===== src/rtl/tbc_pkg.sv =====
package tbc_pkg;
  localparam int DATA_W = 32;
  localparam int CMP_W  = 2 * DATA_W;

  // byte offsets of the mapped words
  localparam logic [31:0] OFS_CNT_LO   = 32'h0000_0008;
  localparam logic [31:0] OFS_CNT_HI   = 32'h0000_000C;
  localparam logic [31:0] OFS_CMP_BASE = 32'h0001_0000;
  localparam logic [31:0] OFS_CMP_LO   = OFS_CMP_BASE + 32'h20;
  localparam logic [31:0] OFS_CMP_HI   = OFS_CMP_BASE + 32'h24;
  localparam logic [31:0] OFS_CTRL     = OFS_CMP_BASE + 32'h2C;

  // control word bit positions
  localparam int BIT_EN   = 0;
  localparam int BIT_MASK = 1;
  localparam int BIT_STAT = 2;

  typedef enum logic [2:0] {
    SEL_NONE,
    SEL_CNT_LO,
    SEL_CNT_HI,
    SEL_CMP_LO,
    SEL_CMP_HI,
    SEL_CTRL
  } regSelT;

  // strobes from register decode into the datapath
  typedef struct packed {
    logic wrCmpLo;
    logic wrCmpHi;
    logic wrCtrl;
  } regStrobeT;
endpackage


===== src/rtl/tbc_regif.sv =====
module tbc_regif
  import tbc_pkg::*;
#(
  parameter int ADDR_W = 17,
  parameter int CNT_W  = 56
) (
  input  logic                clk,
  input  logic                rstN,
  input  logic                busValid,
  input  logic                busWrite,
  input  logic [ADDR_W-1:0]   busAddr,
  output logic                busReady,
  output logic                rspValid,
  output logic [DATA_W-1:0]   rspData,
  input  logic [CNT_W-1:0]    cntVal,
  input  logic [CMP_W-1:0]    cmpVal,
  input  logic                enQ,
  input  logic                maskQ,
  input  logic                statusQ,
  output regStrobeT           strb
);
  localparam int PAD_W = CMP_W - CNT_W;

  logic [31:0]       addrFull;
  regSelT            sel;
  logic              wrAcc;
  logic              rdAcc;
  logic [CMP_W-1:0]  cntWide;
  logic [DATA_W-1:0] rdMux;

  assign addrFull = {{(32 - ADDR_W){1'b0}}, busAddr};
  assign cntWide  = {{PAD_W{1'b0}}, cntVal};
  assign busReady = 1'b1;
  assign wrAcc    = busValid && busWrite;
  assign rdAcc    = busValid && !busWrite;

  always_comb begin
    case (addrFull)
      OFS_CNT_LO: sel = SEL_CNT_LO;
      OFS_CNT_HI: sel = SEL_CNT_HI;
      OFS_CMP_LO: sel = SEL_CMP_LO;
      OFS_CMP_HI: sel = SEL_CMP_HI;
      OFS_CTRL:   sel = SEL_CTRL;
      default:    sel = SEL_NONE;
    endcase
  end

  always_comb begin
    strb         = '0;
    strb.wrCmpLo = wrAcc && (sel == SEL_CMP_LO);
    strb.wrCmpHi = wrAcc && (sel == SEL_CMP_HI);
    strb.wrCtrl  = wrAcc && (sel == SEL_CTRL);
  end

  always_comb begin
    rdMux = '0;
    case (sel)
      SEL_CNT_LO: rdMux = cntWide[DATA_W-1:0];
      SEL_CNT_HI: rdMux = cntWide[CMP_W-1:DATA_W];
      SEL_CMP_LO: rdMux = cmpVal[DATA_W-1:0];
      SEL_CMP_HI: rdMux = cmpVal[CMP_W-1:DATA_W];
      SEL_CTRL: begin
        rdMux[BIT_EN]   = enQ;
        rdMux[BIT_MASK] = maskQ;
        rdMux[BIT_STAT] = statusQ;
      end
      default:    rdMux = '0;
    endcase
  end

  always_ff @(posedge clk or negedge rstN) begin
    if (!rstN) begin
      rspValid <= 1'b0;
      rspData  <= '0;
    end else begin
      rspValid <= rdAcc;
      if (rdAcc) rspData <= rdMux;
    end
  end
endmodule


===== src/rtl/tbc_datapath.sv =====
module tbc_datapath
  import tbc_pkg::*;
#(
  parameter int CNT_W = 56
) (
  input  logic               clk,
  input  logic               rstN,
  input  logic               tickEn,
  input  regStrobeT          strb,
  input  logic [DATA_W-1:0]  wdata,
  output logic [CNT_W-1:0]   cntVal,
  output logic [CMP_W-1:0]   cmpVal,
  output logic               enQ,
  output logic               maskQ,
  output logic               statusQ,
  output logic               irq
);
  localparam int PAD_W   = CMP_W - CNT_W;
  localparam int N_WORDS = CMP_W / DATA_W;

  logic [N_WORDS-1:0] wordWr;
  logic               enNext;
  logic               hit;

  assign wordWr = {strb.wrCmpHi, strb.wrCmpLo};

  // free-running time base
  always_ff @(posedge clk or negedge rstN) begin
    if (!rstN)       cntVal <= '0;
    else if (tickEn) cntVal <= cntVal + CNT_W'(1);
  end

  // threshold words, one register per bus word
  for (genvar k = 0; k < N_WORDS; k++) begin : gCmpWord
    always_ff @(posedge clk or negedge rstN) begin
      if (!rstN)          cmpVal[k*DATA_W +: DATA_W] <= '0;
      else if (wordWr[k]) cmpVal[k*DATA_W +: DATA_W] <= wdata;
    end
  end

  always_ff @(posedge clk or negedge rstN) begin
    if (!rstN) begin
      enQ   <= 1'b0;
      maskQ <= 1'b0;
    end else if (strb.wrCtrl) begin
      enQ   <= wdata[BIT_EN];
      maskQ <= wdata[BIT_MASK];
    end
  end

  assign enNext = strb.wrCtrl ? wdata[BIT_EN] : enQ;
  assign hit    = (cmpVal <= {{PAD_W{1'b0}}, cntVal});

  // status latches on a match and is only released by disabling
  always_ff @(posedge clk or negedge rstN) begin
    if (!rstN) statusQ <= 1'b0;
    else       statusQ <= enNext && (statusQ || hit);
  end

  assign irq = statusQ && !maskQ;
endmodule


===== src/rtl/time_base_cmp.sv =====
module time_base_cmp
  import tbc_pkg::*;
#(
  parameter int ADDR_W = 17,
  parameter int CNT_W  = 56
) (
  input  logic              clk,
  input  logic              rstN,
  input  logic              tickEn,
  input  logic              busValid,
  input  logic              busWrite,
  input  logic [ADDR_W-1:0] busAddr,
  input  logic [31:0]       busWdata,
  output logic              busReady,
  output logic              rspValid,
  output logic [31:0]       rspData,
  output logic              irq
);
  regStrobeT         strb;
  logic [CNT_W-1:0]  cntVal;
  logic [CMP_W-1:0]  cmpVal;
  logic              enQ;
  logic              maskQ;
  logic              statusQ;

  tbc_regif #(.ADDR_W(ADDR_W), .CNT_W(CNT_W)) u_regif (
    .clk      (clk),
    .rstN     (rstN),
    .busValid (busValid),
    .busWrite (busWrite),
    .busAddr  (busAddr),
    .busReady (busReady),
    .rspValid (rspValid),
    .rspData  (rspData),
    .cntVal   (cntVal),
    .cmpVal   (cmpVal),
    .enQ      (enQ),
    .maskQ    (maskQ),
    .statusQ  (statusQ),
    .strb     (strb)
  );

  tbc_datapath #(.CNT_W(CNT_W)) u_datapath (
    .clk     (clk),
    .rstN    (rstN),
    .tickEn  (tickEn),
    .strb    (strb),
    .wdata   (busWdata),
    .cntVal  (cntVal),
    .cmpVal  (cmpVal),
    .enQ     (enQ),
    .maskQ   (maskQ),
    .statusQ (statusQ),
    .irq     (irq)
  );
endmodule


===== config.mk =====
export PLATFORM = sky130hd
export DESIGN_NAME = time_base_cmp
export DESIGN_NICKNAME = d
export VERILOG_FILES = /design/src/rtl/tbc_pkg.sv /design/src/rtl/tbc_regif.sv /design/src/rtl/tbc_datapath.sv /design/src/rtl/time_base_cmp.sv
export SDC_FILE = /design/constraint.sdc
export NUM_CORES = 1
export LEC_CHECK = 0
export BUFFER_PORTS_ARGS = -buffer_cell sky130_fd_sc_hd__buf_2
export CAP_MARGIN = 20
export CORE_UTILIZATION = 35
export CTS_CLUSTER_DIAMETER = 60
export CTS_CLUSTER_SIZE = 40
export DETAILED_ROUTE_END_ITERATION = 6
export SKIP_LAST_GASP = 1
export SLEW_MARGIN = 5
export SYNTH_ARGS = -nofsm -noshare
export SYNTH_HDL_FRONTEND = slang
export SYNTH_HIERARCHICAL = 1
export SYNTH_SLANG_ARGS = --single-unit

===== constraint.sdc =====
create_clock -name clk -period 2.3 [get_ports clk]
set_input_delay 0.345 -clock clk [delete_from_list [all_inputs] [get_ports clk]]
set_output_delay 0.345 -clock clk [all_outputs]
set_load 0.02 [all_outputs]

**Word-level counts from Yosys, hierarchy flattened**

Cells that the tools add are included.

- Eq/ne operators: 10
- Add/sub/neg operators: 1
- Magnitude comparators: 1
- Mux-type cells: 4
- Reductions and logical operators: 10

Operator list:

| kind | number |
|---|---|
| $pmux 29 s4 | 1 |
| $le 64x56->1 | 1 |
| $add 56x1->56 const B | 1 |
| $eq 17x17->1 const B | 3 |
| $eq 17x4->1 const B | 2 |
| $pmux 3 s5 | 2 |
| $logic_and 1x1->1 | 7 |
| $eq 3x2->1 const B | 2 |
| $eq 3x3->1 const B | 2 |
| $eq 3x1->1 const B | 1 |
| $logic_not 1->1 | 2 |
| $logic_or 1x1->1 | 1 |
| $mux 1 | 1 |

- Word-level logic and storage cells: 34
- Bits in registers: 156
- Output and inout bits: 35

**Longest topological paths before layout**

- Depth in word-level cells: 6
- Depth in mapped cells: 10
- Depth with buffers taken out: 9

**Cells and area by module**

The synthesis kept the hierarchy.

By module, submodules not included:

| module | seq. area each (µm²) | times used | area each (µm²) | cells an instance |
|---|---|---|---|---|
| tbc_datapath | 3078.0 | 1 | 6372.4 | 558 |
| tbc_regif | 825.8 | 1 | 2240.9 | 236 |

**Least setup slack after synthesis**

OpenSTA, ideal clock, no wires.

- Path kind: in2reg
- Start point: input busAddr[2]
- End point: register u_datapath.statusQ
- Setup slack: -0.013 ns
- Data arrival time: 2.231 ns
- Cell stages on the path: 9
- Library setup time: 0.083 ns
- Cell sequence: buf_2 clkbuf_1 nand4_1 nor2_1 mux2_2 or4b_2 nor3_1 a22oi_1 o21ai_0

RTL lines:

| item | line | RTL |
|---|---|---|
| from (decl) | time_base_cmp.sv:12 | `input logic [ADDR_W-1:0] busAddr,` |
| to (signal assigned) | tbc_datapath.sv:57 | `else statusQ <= enNext && (statusQ \|\| hit);` |
| to (decl) | tbc_datapath.sv:15 | `output logic statusQ,` |

**Worst setup path in the final report**

- Start point: register u_datapath.cntVal[33]
- End point: register u_datapath.cntVal[44]

- Longest elaborated chain between the ends: 1

RTL lines:

| item | line | RTL |
|---|---|---|
| from (decl) | tbc_datapath.sv:11 | `output logic [CNT_W-1:0] cntVal,` |
| from (signal assigned) | tbc_datapath.sv:30 | `else if (tickEn) cntVal <= cntVal + CNT_W'(1);` |
| $add 56x1->56 | tbc_datapath.sv:30 |  |

No other way between the ends.
A chain may end at the register's enable or synchronous reset.

==> flow_summary.ini <==
[sta]
rsz0062_at_grt = true
tightest_slew_ps = 840
fmax_mhz = 450
skew_ps = 10.9
post-route-period-util_pct = 96.5
setup_ws_ps = 79.4
slew-limit-headroom_pct = 44.0
setup_viol = 0
hold_slack_ps = 164
hold_viol = 0
slew_viol_final = 0
tns_ps = 0
period_needed_ps = 2220

[floorplanning]
io_pins = 89
die_w_um = 159
die_h_um = 159
rows = 57
core_area_um2 = 24200
die-area_um2 = 25200
initial_core_util_pct = 35.5

[routing]
postRouteAntennaNets = 0
dr.pass1.iters = 5
vias_per_cell = 5.08
wl_mm = 22.4
post-route-drc-count = 0
num_vias = 6467
routedWlPerCell_um = 17.6
drt_iter0_drc = 318

[status]
status = finished, final reports clean

[cells_and_area]
final_common_cell = dfrtp_1
final_cell_mix = dfrtp_1, buf_2, nand2_1
antennaDiodeCount = 0
nNetsFinal = 1047
area_growth_pct = 22.8
fin_cells = 1272
drive_above_1_share_pct = 28.1

[placement]
dp_slack_ps = -263
port_buffers = 87
dp_cells = 1240
dp_hpwl_mm = 16.7
gp_congestion = 0.821

[cts]
post_cts_buffers = 0
ctsRootBufferMaster = clkbuf_16
clkTransAtPathRegs_ps = 70
numCtsBuffers = 17
clk_latency_ps = 430
cts_buffer_depth = 2
clock_sinks = 156
htree_levels = 4
cts_tree = built

[synthesis]
synth.yosys.warnings = 6
ys_types = 53
synth-edff-count = 0
netlist_area_um2 = 8610
synthFlopType = dfrtp_1
ys_ff_latch = 156
syn_nets = 905
avgSynthCellArea_um2 = 10.8
async_flop_share_pct = 100
syn_inst = 794
ys_seq_area_share_pct = 45.3

[setup_path]
critical_path.cell_chain = and4_4 -> nand4_4 -> or4_4 -> or4_4 -> nor4_4 -> xnor2_1
arrival_ps = 2570
end_kind = flip-flop
worst_setup_path_start_kind = flip-flop
cp_slowest_cell = or4_4
path_class = flip-flop to flip-flop
crit_buf_inv = 0
cpMostUsedCell = or4_4
crit_fanout = 7
path_delay_family = simple AND/OR/NAND/NOR gates
worstPathRequired_ps = 2650
slowest_delay_ps = 560

[grt]
antenna_found_initial = 0
grt_pass1_wl_mm = 36.4
track_usage_pct = 18.6
grt-ovfl-total = 0
grt_max_degree = 61
first_global_vias = 6527

[pwr]
pwr_density_cell_nw_per_um2 = 626
vdd_ir_drop_max_v = 0.000346
p_total_uw = 6620
cellLeakagePower_uw = 0.00501

[worst_hold_path]
hp-class = input pin to flip-flop

[flow_run]
cap_violations = 0
[path summary, 6_finish.rpt]
kind                                       startpoint                    end  slack (ps)  cells after the start
worst max register to register  u_datapath/cntVal[33]  u_datapath/cntVal[44]          80                      6
max in group asynchronous                        rstN       u_datapath/maskQ        1170                      3
worst min register to register    u_regif/rspData[22]    u_regif/rspData[22]         470                      2
worst max-delay path            u_datapath/cntVal[33]  u_datapath/cntVal[44]          80                      6
min in group asynchronous                        rstN    u_regif/rspData[18]         440                      2
worst min-delay path                     busWdata[31]  u_datapath/cmpVal[63]         160                      2
[report_power, final]
group | internal [uW] | switching (uW) | total, uW
registers | 2810 | 46.3 | 2850
logic | 259 | 341 | 601
clock network | 2030 | 1140 | 3170
[layer usage]
layer	track usage (%)	wire length, um
met4	4.68	177
met3	3.32	913
met2	29.1	10400
met5	0	0
met1	26.6	11000
[cell type report]
cell class	count	area (um^2)
clock buffers	20	437
clock inverters	11	218
fillers	2338	13700
inverters	59	221
multi-input cells	549	4380
flip-flops and latches	156	3900
well taps	324	405
repair buffers	153	1020
[stage by stage]
stage / utilization (%) / cell area (um^2)
after floorplan: - / 8610
after global placement: 40.8 / 9900
after detailed placement: 40.8 / 9900
after CTS: 43.6 / 10600
after global routing: 43.6 / 10600
final: 43.6 / 10600
[repair_timing]
action	CTS	global route
gates resized for setup	0	3
setup endpoints to repair	0	8
hold endpoints to repair	45	0
hold buffers	1	0
[sequential cells by signal, indices dropped and copies added, names as in the netlist]
name                count
u_regif/rspData        32
u_datapath/statusQ      1
u_datapath/enQ          1
u_regif/rspValid        1
u_datapath/cntVal      56
u_datapath/maskQ        1
u_datapath/cmpVal      64
[cells in the mapped netlist, drive strengths merged (14+ instances only)]
| cell | count | share of area [%] |
|---|---|---|
| nand2 | 71 | 3.1 |
| inv | 59 | 2.6 |
| mux2 | 65 | 8.5 |
| nand4 | 29 | 2.3 |
| clkbuf | 14 | 0.64 |
| nor3 | 20 | 1.2 |
| o21ai | 44 | 2.6 |
| o22a | 21 | 2.1 |
| a21oi | 25 | 1.5 |
| nor2 | 20 | 0.87 |
| nand3 | 19 | 1.1 |
| xnor2 | 54 | 5.5 |
| ha | 57 | 8.3 |
| mux2i | 56 | 6.5 |
| dfrtp | 156 | 45 |
| buf | 16 | 0.99 |
[cells by family after synthesis]
group / after synthesis / synth area share (%)
and+or+nand+nor: 198 / 12.8
DFF: 156 / 45.3
muxes: 121 / 15.0
AOI/OAI and AO/OA: 117 / 8.72
buffers and inverters: 89 / 4.20
adders and majority gates: 57 / 8.28
xor gates and xnor gates: 55 / 5.59
other: 1 / 0.0435
(Power assumes the default switching activity.)
